`src/rtl/cfglock_pkg.sv`:
```
package cfglock_pkg;

    localparam int unsigned DATA_W = 32;
    localparam int unsigned NPORT  = 3;

    typedef enum logic [1:0] {
        ACC_NONE  = 2'd0,
        ACC_CFG   = 2'd1,
        ACC_LOCK  = 2'd2,
        ACC_OTHER = 2'd3
    } acc_kind_t;

    typedef struct packed {
        logic [DATA_W-1:0] cfg;
        logic              open;
        logic              rvalid;
        logic [DATA_W-1:0] rdata;
    } regs_state_t;

endpackage

```
`src/rtl/cfglock_decode.sv`:
```
module cfglock_decode
    import cfglock_pkg::*;
#(
    parameter int unsigned ADDR_W   = 8,
    parameter int unsigned CFG_OFS  = 'h80,
    parameter int unsigned LOCK_OFS = 'hC0
) (
    input  logic              bus_sel,
    input  logic [ADDR_W-1:0] bus_addr,
    output acc_kind_t         kind
);
    localparam logic [ADDR_W-1:0] CFG_A  = ADDR_W'(CFG_OFS);
    localparam logic [ADDR_W-1:0] LOCK_A = ADDR_W'(LOCK_OFS);

    always_comb begin
        if (!bus_sel) begin
            kind = ACC_NONE;
        end else if (bus_addr[ADDR_W-1:2] == CFG_A[ADDR_W-1:2]) begin
            kind = ACC_CFG;
        end else if (bus_addr[ADDR_W-1:2] == LOCK_A[ADDR_W-1:2]) begin
            kind = ACC_LOCK;
        end else begin
            kind = ACC_OTHER;
        end
    end
endmodule

```
`src/rtl/cfglock_regs.sv`:
```
module cfglock_regs
    import cfglock_pkg::*;
#(
    parameter int unsigned CODE_W      = 8,
    parameter int unsigned UNLOCK_CODE = 'hAA
) (
    input  logic              clk,
    input  logic              rst_n,
    input  logic              bus_wr,
    input  acc_kind_t         kind,
    input  logic [DATA_W-1:0] bus_wdata,
    output logic              bus_rvalid,
    output logic [DATA_W-1:0] bus_rdata,
    output logic [DATA_W-1:0] cfg_value
);
    localparam logic [CODE_W-1:0] CODE = CODE_W'(UNLOCK_CODE);

    regs_state_t st_d, st_q;

    always_comb begin
        st_d        = st_q;
        st_d.rvalid = 1'b0;
        st_d.rdata  = '0;
        if (kind != ACC_NONE) begin
            if (bus_wr) begin
                case (kind)
                    ACC_LOCK: st_d.open = (bus_wdata[CODE_W-1:0] == CODE);
                    ACC_CFG: begin
                        if (st_q.open) begin
                            st_d.cfg = bus_wdata;
                        end
                        st_d.open = 1'b0;
                    end
                    default: ;
                endcase
            end else begin
                st_d.rvalid = 1'b1;
                case (kind)
                    ACC_CFG:  st_d.rdata = st_q.cfg;
                    ACC_LOCK: st_d.rdata = DATA_W'(st_q.open);
                    default:  st_d.rdata = '0;
                endcase
            end
        end
    end

    always_ff @(posedge clk) begin
        if (!rst_n) begin
            st_q <= '0;
        end else begin
            st_q <= st_d;
        end
    end

    assign bus_rvalid = st_q.rvalid;
    assign bus_rdata  = st_q.rdata;
    assign cfg_value  = st_q.cfg;

    logic cfg_wr, cfg_wr_ok, rd_req, other_wr;
    assign cfg_wr    = bus_wr && (kind == ACC_CFG);
    assign cfg_wr_ok = cfg_wr && st_q.open;
    assign rd_req    = !bus_wr && (kind != ACC_NONE);
    assign other_wr  = bus_wr && (kind == ACC_OTHER);


    property cfg_guarded_p;
        @(posedge clk) disable iff (!rst_n)
        (st_q.cfg != $past(st_q.cfg)) |-> $past(cfg_wr_ok);
    endproperty
    cfg_guarded_chk: assert property (cfg_guarded_p);


    property lock_consumed_p;
        @(posedge clk) disable iff (!rst_n)
        cfg_wr |=> !st_q.open;
    endproperty
    lock_consumed_chk: assert property (lock_consumed_p);


    property read_keeps_lock_p;
        @(posedge clk) disable iff (!rst_n)
        rd_req |=> $stable(st_q.open);
    endproperty
    read_keeps_lock_chk: assert property (read_keeps_lock_p);


    property unmapped_quiet_p;
        @(posedge clk) disable iff (!rst_n)
        other_wr |=> ($stable(st_q.open) && $stable(st_q.cfg));
    endproperty
    unmapped_quiet_chk: assert property (unmapped_quiet_p);


    property rvalid_timing_p;
        @(posedge clk) disable iff (!rst_n)
        bus_rvalid |-> $past(rd_req);
    endproperty
    rvalid_timing_chk: assert property (rvalid_timing_p);


    property lock_readback_p;
        @(posedge clk) disable iff (!rst_n)
        (rd_req && kind == ACC_LOCK) |=> (bus_rdata[DATA_W-1:1] == '0);
    endproperty
    lock_readback_chk: assert property (lock_readback_p);
endmodule

```
`src/rtl/cfglock_port_route.sv`:
```
module cfglock_port_route #(
    parameter int unsigned PIN_W = 8
) (
    input  logic             use_gpio,
    input  logic [PIN_W-1:0] ide_out,
    input  logic [PIN_W-1:0] ide_oe,
    input  logic [PIN_W-1:0] gpio_out,
    input  logic [PIN_W-1:0] gpio_oe,
    input  logic [PIN_W-1:0] pad_in,
    output logic [PIN_W-1:0] pad_out,
    output logic [PIN_W-1:0] pad_oe,
    output logic [PIN_W-1:0] ide_in,
    output logic [PIN_W-1:0] gpio_in
);
    always_comb begin
        if (use_gpio) begin
            pad_out = gpio_out;
            pad_oe  = gpio_oe;
            gpio_in = pad_in;
            ide_in  = '0;
        end else begin
            pad_out = ide_out;
            pad_oe  = ide_oe;
            ide_in  = pad_in;
            gpio_in = '0;
        end
    end


    always_comb begin
        route_excl_chk: assert (!((|ide_in) && (|gpio_in)));
    end
endmodule

```
`src/rtl/cfglock_bank.sv`:
```
module cfglock_bank
    import cfglock_pkg::*;
#(
    parameter int unsigned ADDR_W      = 8,
    parameter int unsigned PIN_W       = 8,
    parameter int unsigned CFG_OFS     = 'h80,
    parameter int unsigned LOCK_OFS    = 'hC0,
    parameter int unsigned UNLOCK_CODE = 'hAA,
    parameter int unsigned SEL_BIT_E   = 8,
    parameter int unsigned SEL_BIT_G   = 10,
    parameter int unsigned SEL_BIT_H   = 11
) (
    input  logic                    clk,
    input  logic                    rst_n,
    input  logic                    bus_sel,
    input  logic                    bus_wr,
    input  logic [ADDR_W-1:0]       bus_addr,
    input  logic [DATA_W-1:0]       bus_wdata,
    output logic                    bus_rvalid,
    output logic [DATA_W-1:0]       bus_rdata,
    output logic [NPORT-1:0]        port_gpio_sel,
    input  logic [NPORT*PIN_W-1:0]  ide_out,
    input  logic [NPORT*PIN_W-1:0]  ide_oe,
    output logic [NPORT*PIN_W-1:0]  ide_in,
    input  logic [NPORT*PIN_W-1:0]  gpio_out,
    input  logic [NPORT*PIN_W-1:0]  gpio_oe,
    output logic [NPORT*PIN_W-1:0]  gpio_in,
    output logic [NPORT*PIN_W-1:0]  pad_out,
    output logic [NPORT*PIN_W-1:0]  pad_oe,
    input  logic [NPORT*PIN_W-1:0]  pad_in
);
    localparam int unsigned SEL_POS [NPORT] = '{SEL_BIT_E, SEL_BIT_G, SEL_BIT_H};

    acc_kind_t         kind;
    logic [DATA_W-1:0] cfg_value;

    cfglock_decode #(
        .ADDR_W  (ADDR_W),
        .CFG_OFS (CFG_OFS),
        .LOCK_OFS(LOCK_OFS)
    ) u_decode (
        .bus_sel (bus_sel),
        .bus_addr(bus_addr),
        .kind    (kind)
    );

    cfglock_regs #(
        .CODE_W     (8),
        .UNLOCK_CODE(UNLOCK_CODE)
    ) u_regs (
        .clk       (clk),
        .rst_n     (rst_n),
        .bus_wr    (bus_wr),
        .kind      (kind),
        .bus_wdata (bus_wdata),
        .bus_rvalid(bus_rvalid),
        .bus_rdata (bus_rdata),
        .cfg_value (cfg_value)
    );

    for (genvar p = 0; p < NPORT; p++) begin : g_port
        assign port_gpio_sel[p] = cfg_value[SEL_POS[p]];

        cfglock_port_route #(
            .PIN_W(PIN_W)
        ) u_route (
            .use_gpio(port_gpio_sel[p]),
            .ide_out (ide_out [p*PIN_W +: PIN_W]),
            .ide_oe  (ide_oe  [p*PIN_W +: PIN_W]),
            .gpio_out(gpio_out[p*PIN_W +: PIN_W]),
            .gpio_oe (gpio_oe [p*PIN_W +: PIN_W]),
            .pad_in  (pad_in  [p*PIN_W +: PIN_W]),
            .pad_out (pad_out [p*PIN_W +: PIN_W]),
            .pad_oe  (pad_oe  [p*PIN_W +: PIN_W]),
            .ide_in  (ide_in  [p*PIN_W +: PIN_W]),
            .gpio_in (gpio_in [p*PIN_W +: PIN_W])
        );
    end


    property sel_follows_cfg_p;
        @(posedge clk) disable iff (!rst_n)
        $stable(cfg_value) |-> $stable(port_gpio_sel);
    endproperty
    sel_follows_cfg_chk: assert property (sel_follows_cfg_p);
endmodule

```
`config.mk`:
```
export PLATFORM = sky130hd
export DESIGN_NAME = cfglock_bank
export DESIGN_NICKNAME = d
export VERILOG_FILES = /design/src/rtl/cfglock_pkg.sv /design/src/rtl/cfglock_decode.sv /design/src/rtl/cfglock_regs.sv /design/src/rtl/cfglock_port_route.sv /design/src/rtl/cfglock_bank.sv
export SDC_FILE = /design/constraint.sdc
export NUM_CORES = 1
export LEC_CHECK = 0
export ABC_CLOCK_PERIOD_IN_PS = 1910
export BUFFER_PORTS_ARGS = -buffer_cell sky130_fd_sc_hd__buf_2
export CORE_AREA = 2 2 114 116
export CTS_CLUSTER_DIAMETER = 80
export DETAILED_ROUTE_END_ITERATION = 16
export DIE_AREA = 0 0 116 118
export GPL_TIMING_DRIVEN = 0
export PLACE_DENSITY = 0.76
export SLEW_MARGIN = 30
export SYNTH_ARGS = -nofsm -noshare
export SYNTH_HDL_FRONTEND = slang
export SYNTH_SLANG_ARGS = --single-unit
```
`constraint.sdc`:
```
create_clock -name clk -period 1.91 [get_ports clk]
set_input_delay 0.2865 -clock clk [delete_from_list [all_inputs] [get_ports clk]]
set_output_delay 0.2865 -clock clk [all_outputs]
set_load 0.01 [all_outputs]
```
==> flow_metrics.py, run 1 <==
metrics = {
    "synthesis": {
        "yosysWarnings": 0,
        "synth.area.top_cells": "dfxtp_1 (37%), mux2_2 (15%), a21boi_2 (9.5%)",
        "netlist.area_leader.share": 0.3720,
        "synth_cell_type_count": 27,
        "syn_area_um2": 3552,
        "netlist_instances": 374,
        "syn_nets": 541,
        "synth_seq_cells": 66,
        "synth-seq-area-share": 0.3720,
        "yosysTopAreaCell": "dfxtp_1",
        "syn_avg_cell_area_um2": 9.498,
    },
    "cells_and_area": {
        "regArea_um2": 1321,
        "stdcell_count": 859,
        "fillers": 1283,
        "area_growth_pct": 57.56,
        "multi_input_area_um2": 1794,
        "finalNetCount": 848,
        "layout-drive-gt1-share": 0.6531,
    },
    "die": {
        "io_pins": 296,
        "rows": 41,
        "dieHeight_um": 118,
        "start_util": 0.2861,
        "dieArea_um2": 13690,
        "core_area_um2": 12410,
        "die_w_um": 116,
    },
    "placement": {
        "io_buffer_count": 293,
        "dp_cells": 839,
        "gp_congestion": 0.8302,
        "hpwl_um": 9863,
    },
    "critical_path": {
        "cp-start-kind": "register",
        "worstPathCellList": "buf_2 > buf_2 > mux2_2 > buf_2",
        "r2r_cells": 4,
        "path_class": "register to output port",
        "reg2reg_to": "u_regs.cfg_value[11]",
        "reg2reg_slack_ns": 0.74,
        "cp_slowest_cell": "mux2_2",
        "critical-path-top-delay-family": "buffers and inverters",
        "endpoint_kind": "output port",
        "worstReg2RegStart": "u_regs.cfg_value[11]",
        "cp.arrival_ns": 1.55,
        "crit_fanout": 10,
        "cp_slowest_stage_delay_ns": 0.35,
        "cp_common_cell": "buf_2",
        "required_ns": 1.62,
        "path_buf_inv": 3,
    },
    "pwr": {
        "p_per_area_nw_per_um2": 620.5,
        "p_leak_uw": 0.002913,
        "finalPower_uw": 3473,
        "vdd_ir_drop_max_uv": 517.3,
    },
    "sta": {
        "fin_crit_sh": 0.9620,
        "drv_slew": 0,
        "max_freq_ghz": 0.5443,
        "hold_violations": 0,
        "fin_crit_ns": 1.837,
        "rsz0062_at_grt": "no",
        "slew_headroom": 0.7239,
        "tightest_slew_ns": 0.4141,
        "tns_ns": 0,
        "finalSetupViolCount": 0,
        "fin_skew_ns": 0.003706,
    },
    "clock_network": {
        "cts_sinks": 66,
        "postCtsHoldBufs": 0,
        "clock-root-buffer": "clkbuf_16",
        "cts_buffer_depth": 2,
        "cts_tree": "done",
        "cts.clk_slew.worst_paths_ns": 0.06,
        "worstSkewPairLatency_ns": 0.32,
        "htree_num_levels": 3,
        "cts_buffers": 9,
    },
    "worst_hold_path": {
        "hold_class": "input port to register",
        "hold_depth": 3,
        "hold_end": "u_regs.cfg_value[22]",
        "worstHoldStart": "bus_wdata[22]",
    },
    "global_route": {
        "grt_use_total": 0.1629,
        "grt_pass1_wl_um": 17490,
        "antenna_found_initial": 1,
        "grt-ovfl-total": 0,
        "grt_max_degree": 14,
        "grt_pass1_vias": 3467,
    },
    "routing": {
        "via_per_inst": 4.218,
        "drt-total-wl_um": 11920,
        "drt_iter0_markers": 88,
        "ant_nets": 0,
        "drc": 0,
        "num_vias": 3623,
        "avgRoutedWirePerCell_um": 13.87,
        "drtPass1Iterations": 4,
    },
    "run": {
        "max-cap-violations": 0,
    },
    "run_status": {
        "status": "completed",
    },
}
## flip-flops by register name (all words and copies together), names as in the netlist
signal and count:
u_regs.st_q 1, u_regs.bus_rvalid 1, u_regs.cfg_value 32, u_regs.bus_rdata 32
## kinds of logic (layout without fill, tap and decap cells)
group / Yosys count / count (layout) / share of synthesized area
AND/OR/NAND/NOR: 155 / 155 / 0.2318
flip-flops: 66 / 66 / 0.3720
buffers and inverters: 64 / 376 / 0.1236
multiplexers: 48 / 48 / 0.1522
AO/OA/AOI/OAI: 38 / 38 / 0.1099
adder cells (fa/ha/maj): 3 / 3 / 0.01057
other: 0 / 1 / 0
## worst reg2reg max path: cells and delay by family, from the launching register on
family,cells,cell delay (ns)
buffers and inverters,2,0.52
DFF,1,0.32
AOI/OAI and AO/OA,1,0.15
and+or+nand+nor,1,0.12
## Yosys cell counts, drive strengths merged
master   n
a22oi    1
nand4    2
mux2    48
o21a     2
inv      1
ha       3
nor2b   24
and2    24
nand2   66
dfxtp   66
nor4bb   2
nor3b    2
buf     48
a21boi  32
and3    31
and2b    1
clkbuf  15
and4     1
and3b    1
o21ai    3
nor4     1
## repair_timing
action / CTS / global route
endpoints found under the setup margin: 42 / 62
pin swaps: 1 / 1
setup buffers: 1 / 2
resized for setup: 4 / 10
endpoints found under the hold margin: 0 / 0
## power by group
| part | total [µW] | internal (µW) | switching [µW] |
|---|---|---|---|
| Combinational | 440 | 250 | 190 |
| Clock | 1660 | 1020 | 634 |
| Sequential | 1380 | 1380 | 0.272 |
## worst max-delay path by stage
| stage | from | end | slack, ns | cells past startpoint |
|---|---|---|---|---|
| final | u_regs.cfg_value[11] | pad_oe[21] | 0.07 | 4 |
| after global routing | u_regs.cfg_value[11] | pad_oe[21] | 0.001 | 4 |
| after CTS | u_regs.cfg_value[8] | pad_out[2] | 0.003 | 4 |
| after detailed placement | bus_addr[3] | u_regs.cfg_value[11] | -0.41 | 9 |
| after global placement | bus_addr[3] | u_regs.cfg_value[10] | -0.37 | 9 |
| after floorplan | bus_addr[3] | u_regs.cfg_value[0] | 0.09 | 9 |
## per-layer routing
layer  part of all wire  vias up  GRT usage
met5                  0        -          0
met4              0.016        0    0.05134
met3              0.067       14    0.03296
met2               0.51      146     0.2913
met1               0.41     1648     0.1922
li1                   -     1815          -
## cells in the final DEF (no fill, tap or decap), types with 2 or more instances in the layout
master / instances
buf_2: 298
nand2_1: 66
dfxtp_1: 66
mux2_2: 48
buf_4: 43
and3_1: 30
a21boi_2: 30
and2_1: 24
nor2b_1: 24
clkbuf_16: 9
clkbuf_1: 8
clkbuf_8: 4
clkbuf_2: 3
o21ai_0: 2
o21a_1: 2
buf_6: 2
nor3b_1: 2
nand4_1: 2
nor4bb_1: 2
a21boi_0: 2
ha_1: 2
clkinv_4: 2
inv_6: 2
## area by class of cell
type / count / share of cell area
tap: 172 / 0.03845
timing repair buffer: 296 / 0.2683
inverter: 1 / 0.0006707
antenna: 1 / 0.0004471
clock buffer: 9 / 0.04024
sequential: 66 / 0.2361
buffer: 63 / 0.08138
clock inverter: 7 / 0.01386
multi-input combinational: 244 / 0.3206
## metrics by stage
| stage | util | area [µm²] | worst slack, ns | hold WS [ns] |
|---|---|---|---|---|
| 4_1_cts | 0.4474 | 5554 | 0.003344 | 0.1931 |
| 6_report | 0.4508 | 5597 | 0.07266 | 0.2076 |
| 3_3_place_gp | 0.4216 | 5234 | -0.3695 | 0.4463 |
| 5_1_grt | 0.4508 | 5597 | 0.001023 | 0.2070 |
| 3_5_place_dp | 0.4216 | 5234 | -0.4105 | 0.4511 |
| 2_1_floorplan | - | 3552 | 0.08732 | 0.4313 |
Note: power is estimated with default switching activity, not from simulation.
==> inputs of run 2 (changes only) <==
Settings changed: CORE_AREA 2 2 114 116 to 2 2 116 118, DIE_AREA 0 0 116 118 to 0 0 118 120, PLACE_DENSITY 0.76 to 0.75, SYNTH_HIERARCHICAL from default to 1.
==> flow_metrics.py, run 2 <==
metrics = {
    "clock_network": {
        "cts.clk_slew.worst_paths_ns": 0.05,
        "postCtsHoldBufs": 0,
        "cts_buffers": 9,
        "cts_tree": "done",
        "htree_num_levels": 3,
        "post_cts_resized": 0,
        "postCtsSetupBuffers": 0,
        "cts_buffer_depth": 2,
        "worstSkewPairLatency_ns": 0.32,
        "cts_sinks": 66,
        "clock-root-buffer": "clkbuf_16",
    },
    "critical_path": {
        "worstReg2RegStart": "u_regs/st_q[33]",
        "endpoint": "pad_oe[4]",
        "required_ns": 1.62,
        "cp-start-kind": "register",
        "crit_fanout": 10,
        "path_class": "register to output port",
        "endpoint_kind": "output port",
        "cp-startpoint": "u_regs/cfg_value[8]",
        "cp.arrival_ns": 1.45,
        "r2r_cells": 5,
        "reg2reg_to": "u_regs/cfg_value[11]",
        "reg2reg_slack_ns": 0.82,
    },
    "worst_hold_path": {
        "hold_class": "input port to register",
    },
    "routing": {
        "ant_nets": 0,
        "drc": 0,
        "avgRoutedWirePerCell_um": 13.31,
        "drtPass1Iterations": 4,
        "via_per_inst": 4.124,
        "drt-total-wl_um": 11400,
        "num_vias": 3530,
        "drt_iter0_markers": 121,
    },
    "die": {
        "dieHeight_um": 120,
        "rows": 42,
        "dieArea_um2": 14160,
        "io_pins": 296,
        "core_area_um2": 12980,
        "start_util": 0.2676,
        "die_w_um": 118,
    },
    "sta": {
        "rsz0062_at_grt": "no",
        "slew_headroom": 0.5962,
        "tightest_slew_ns": 0.5976,
        "fin_skew_ns": 0.008704,
        "hold_violations": 0,
        "finalSetupViolCount": 0,
        "fin_crit_sh": 0.9111,
        "drv_slew": 0,
        "tns_ns": 0,
        "fin_crit_ns": 1.740,
        "max_freq_ghz": 0.5746,
    },
    "pwr": {
        "p_leak_uw": 0.002917,
        "finalPower_uw": 3478,
        "p_per_area_nw_per_um2": 636.6,
        "vdd_ir_drop_max_uv": 564.3,
    },
    "synthesis": {
        "syn_avg_cell_area_um2": 9.337,
        "yosysWarnings": 6,
        "syn_area_um2": 3473,
        "netlist_instances": 372,
        "syn_nets": 539,
    },
    "global_route": {
        "grt_pass1_wl_um": 16900,
        "antenna_found_initial": 1,
        "grt-ovfl-total": 0,
        "grt_use_total": 0.1528,
        "grt_max_degree": 12,
        "grt_pass1_vias": 3235,
    },
    "placement": {
        "gp_congestion": 0.9325,
        "placed_area_um2": 5160,
        "hpwl_um": 9431,
        "dp_cells": 841,
        "io_buffer_count": 293,
    },
    "cells_and_area": {
        "final_cell_mix": "buf_2 (299), dfxtp_1 (66), nand2_1 (65)",
        "stdcell_count": 856,
        "finalNetCount": 843,
        "layout-drive-gt1-share": 0.6103,
        "fin_util": 0.4210,
        "layout_commonest_cell": "buf_2",
        "final_cell_area_um2": 5464,
        "area_growth_pct": 57.31,
        "antennaDiodeCount": 0,
    },
    "run_status": {
        "status": "completed",
    },
    "run": {
        "max-cap-violations": 0,
    },
}
==> run 2: worst max-delay path, cell delays in order (launching register included) <==
cell and delay, ns:
dfxtp_1 0.34, buf_4 0.15, buf_6 0.15, mux2_2 0.33
buf_2 0.15
==> run 2: stage by stage <==
step	setup WS (ns)	hold slack [ns]
2_1_floorplan	0.3731	0.4213
3_3_place_gp	0.05208	0.4356
3_5_place_dp	0.02879	0.4411
4_1_cts	0.1460	0.1822
5_1_grt	0.09180	0.1866
6_report	0.1698	0.1956
==> run 2: worst min-delay path by stage <==
stage	to	startpoint	cells past startpoint	slack, ns
after floorplan	u_regs/cfg_value[12]	bus_wdata[12]	2	0.42
after global placement	u_regs/cfg_value[3]	u_regs/cfg_value[3]	2	0.44
after detailed placement	u_regs/cfg_value[4]	u_regs/cfg_value[4]	2	0.44
after CTS	u_regs/cfg_value[17]	bus_wdata[17]	3	0.18
after global routing	u_regs/cfg_value[30]	bus_wdata[30]	3	0.19
final	u_regs/cfg_value[30]	bus_wdata[30]	3	0.20
==> run 2: cell type report <==
type | instances | area (µm²)
Timing Repair Buffer | 293 | 1466
Buffer | 60 | 457.9
Tap cell | 176 | 220.2
Clock inverter | 4 | 51.30
Fill cell | 1326 | 7516
Inverter | 4 | 15.01
Sequential cell | 66 | 1321
Clock buffer | 11 | 252.7
Multi-Input combinational cell | 242 | 1679
==> run 2: routing by layer <==
layer / track usage / vias to the layer above / part of all wire / wire [µm]
li1: - / 1807 / - / -
met4: 0.06551 / 2 / 0.027 / 308
met5: 0 / - / 0.0011 / 13
met1: 0.1870 / 1560 / 0.44 / 4998
met3: 0.04325 / 23 / 0.065 / 737
met2: 0.2515 / 138 / 0.47 / 5338
==> run 2: power breakdown <==
part / switching, µW / internal, µW / leakage, µW
Clock: 588 / 1070 / 0.000148
Combinational: 193 / 245 / 0.00224
Sequential: 0.227 / 1380 / 0.000531
Total: 782 / 2700 / 0.00292
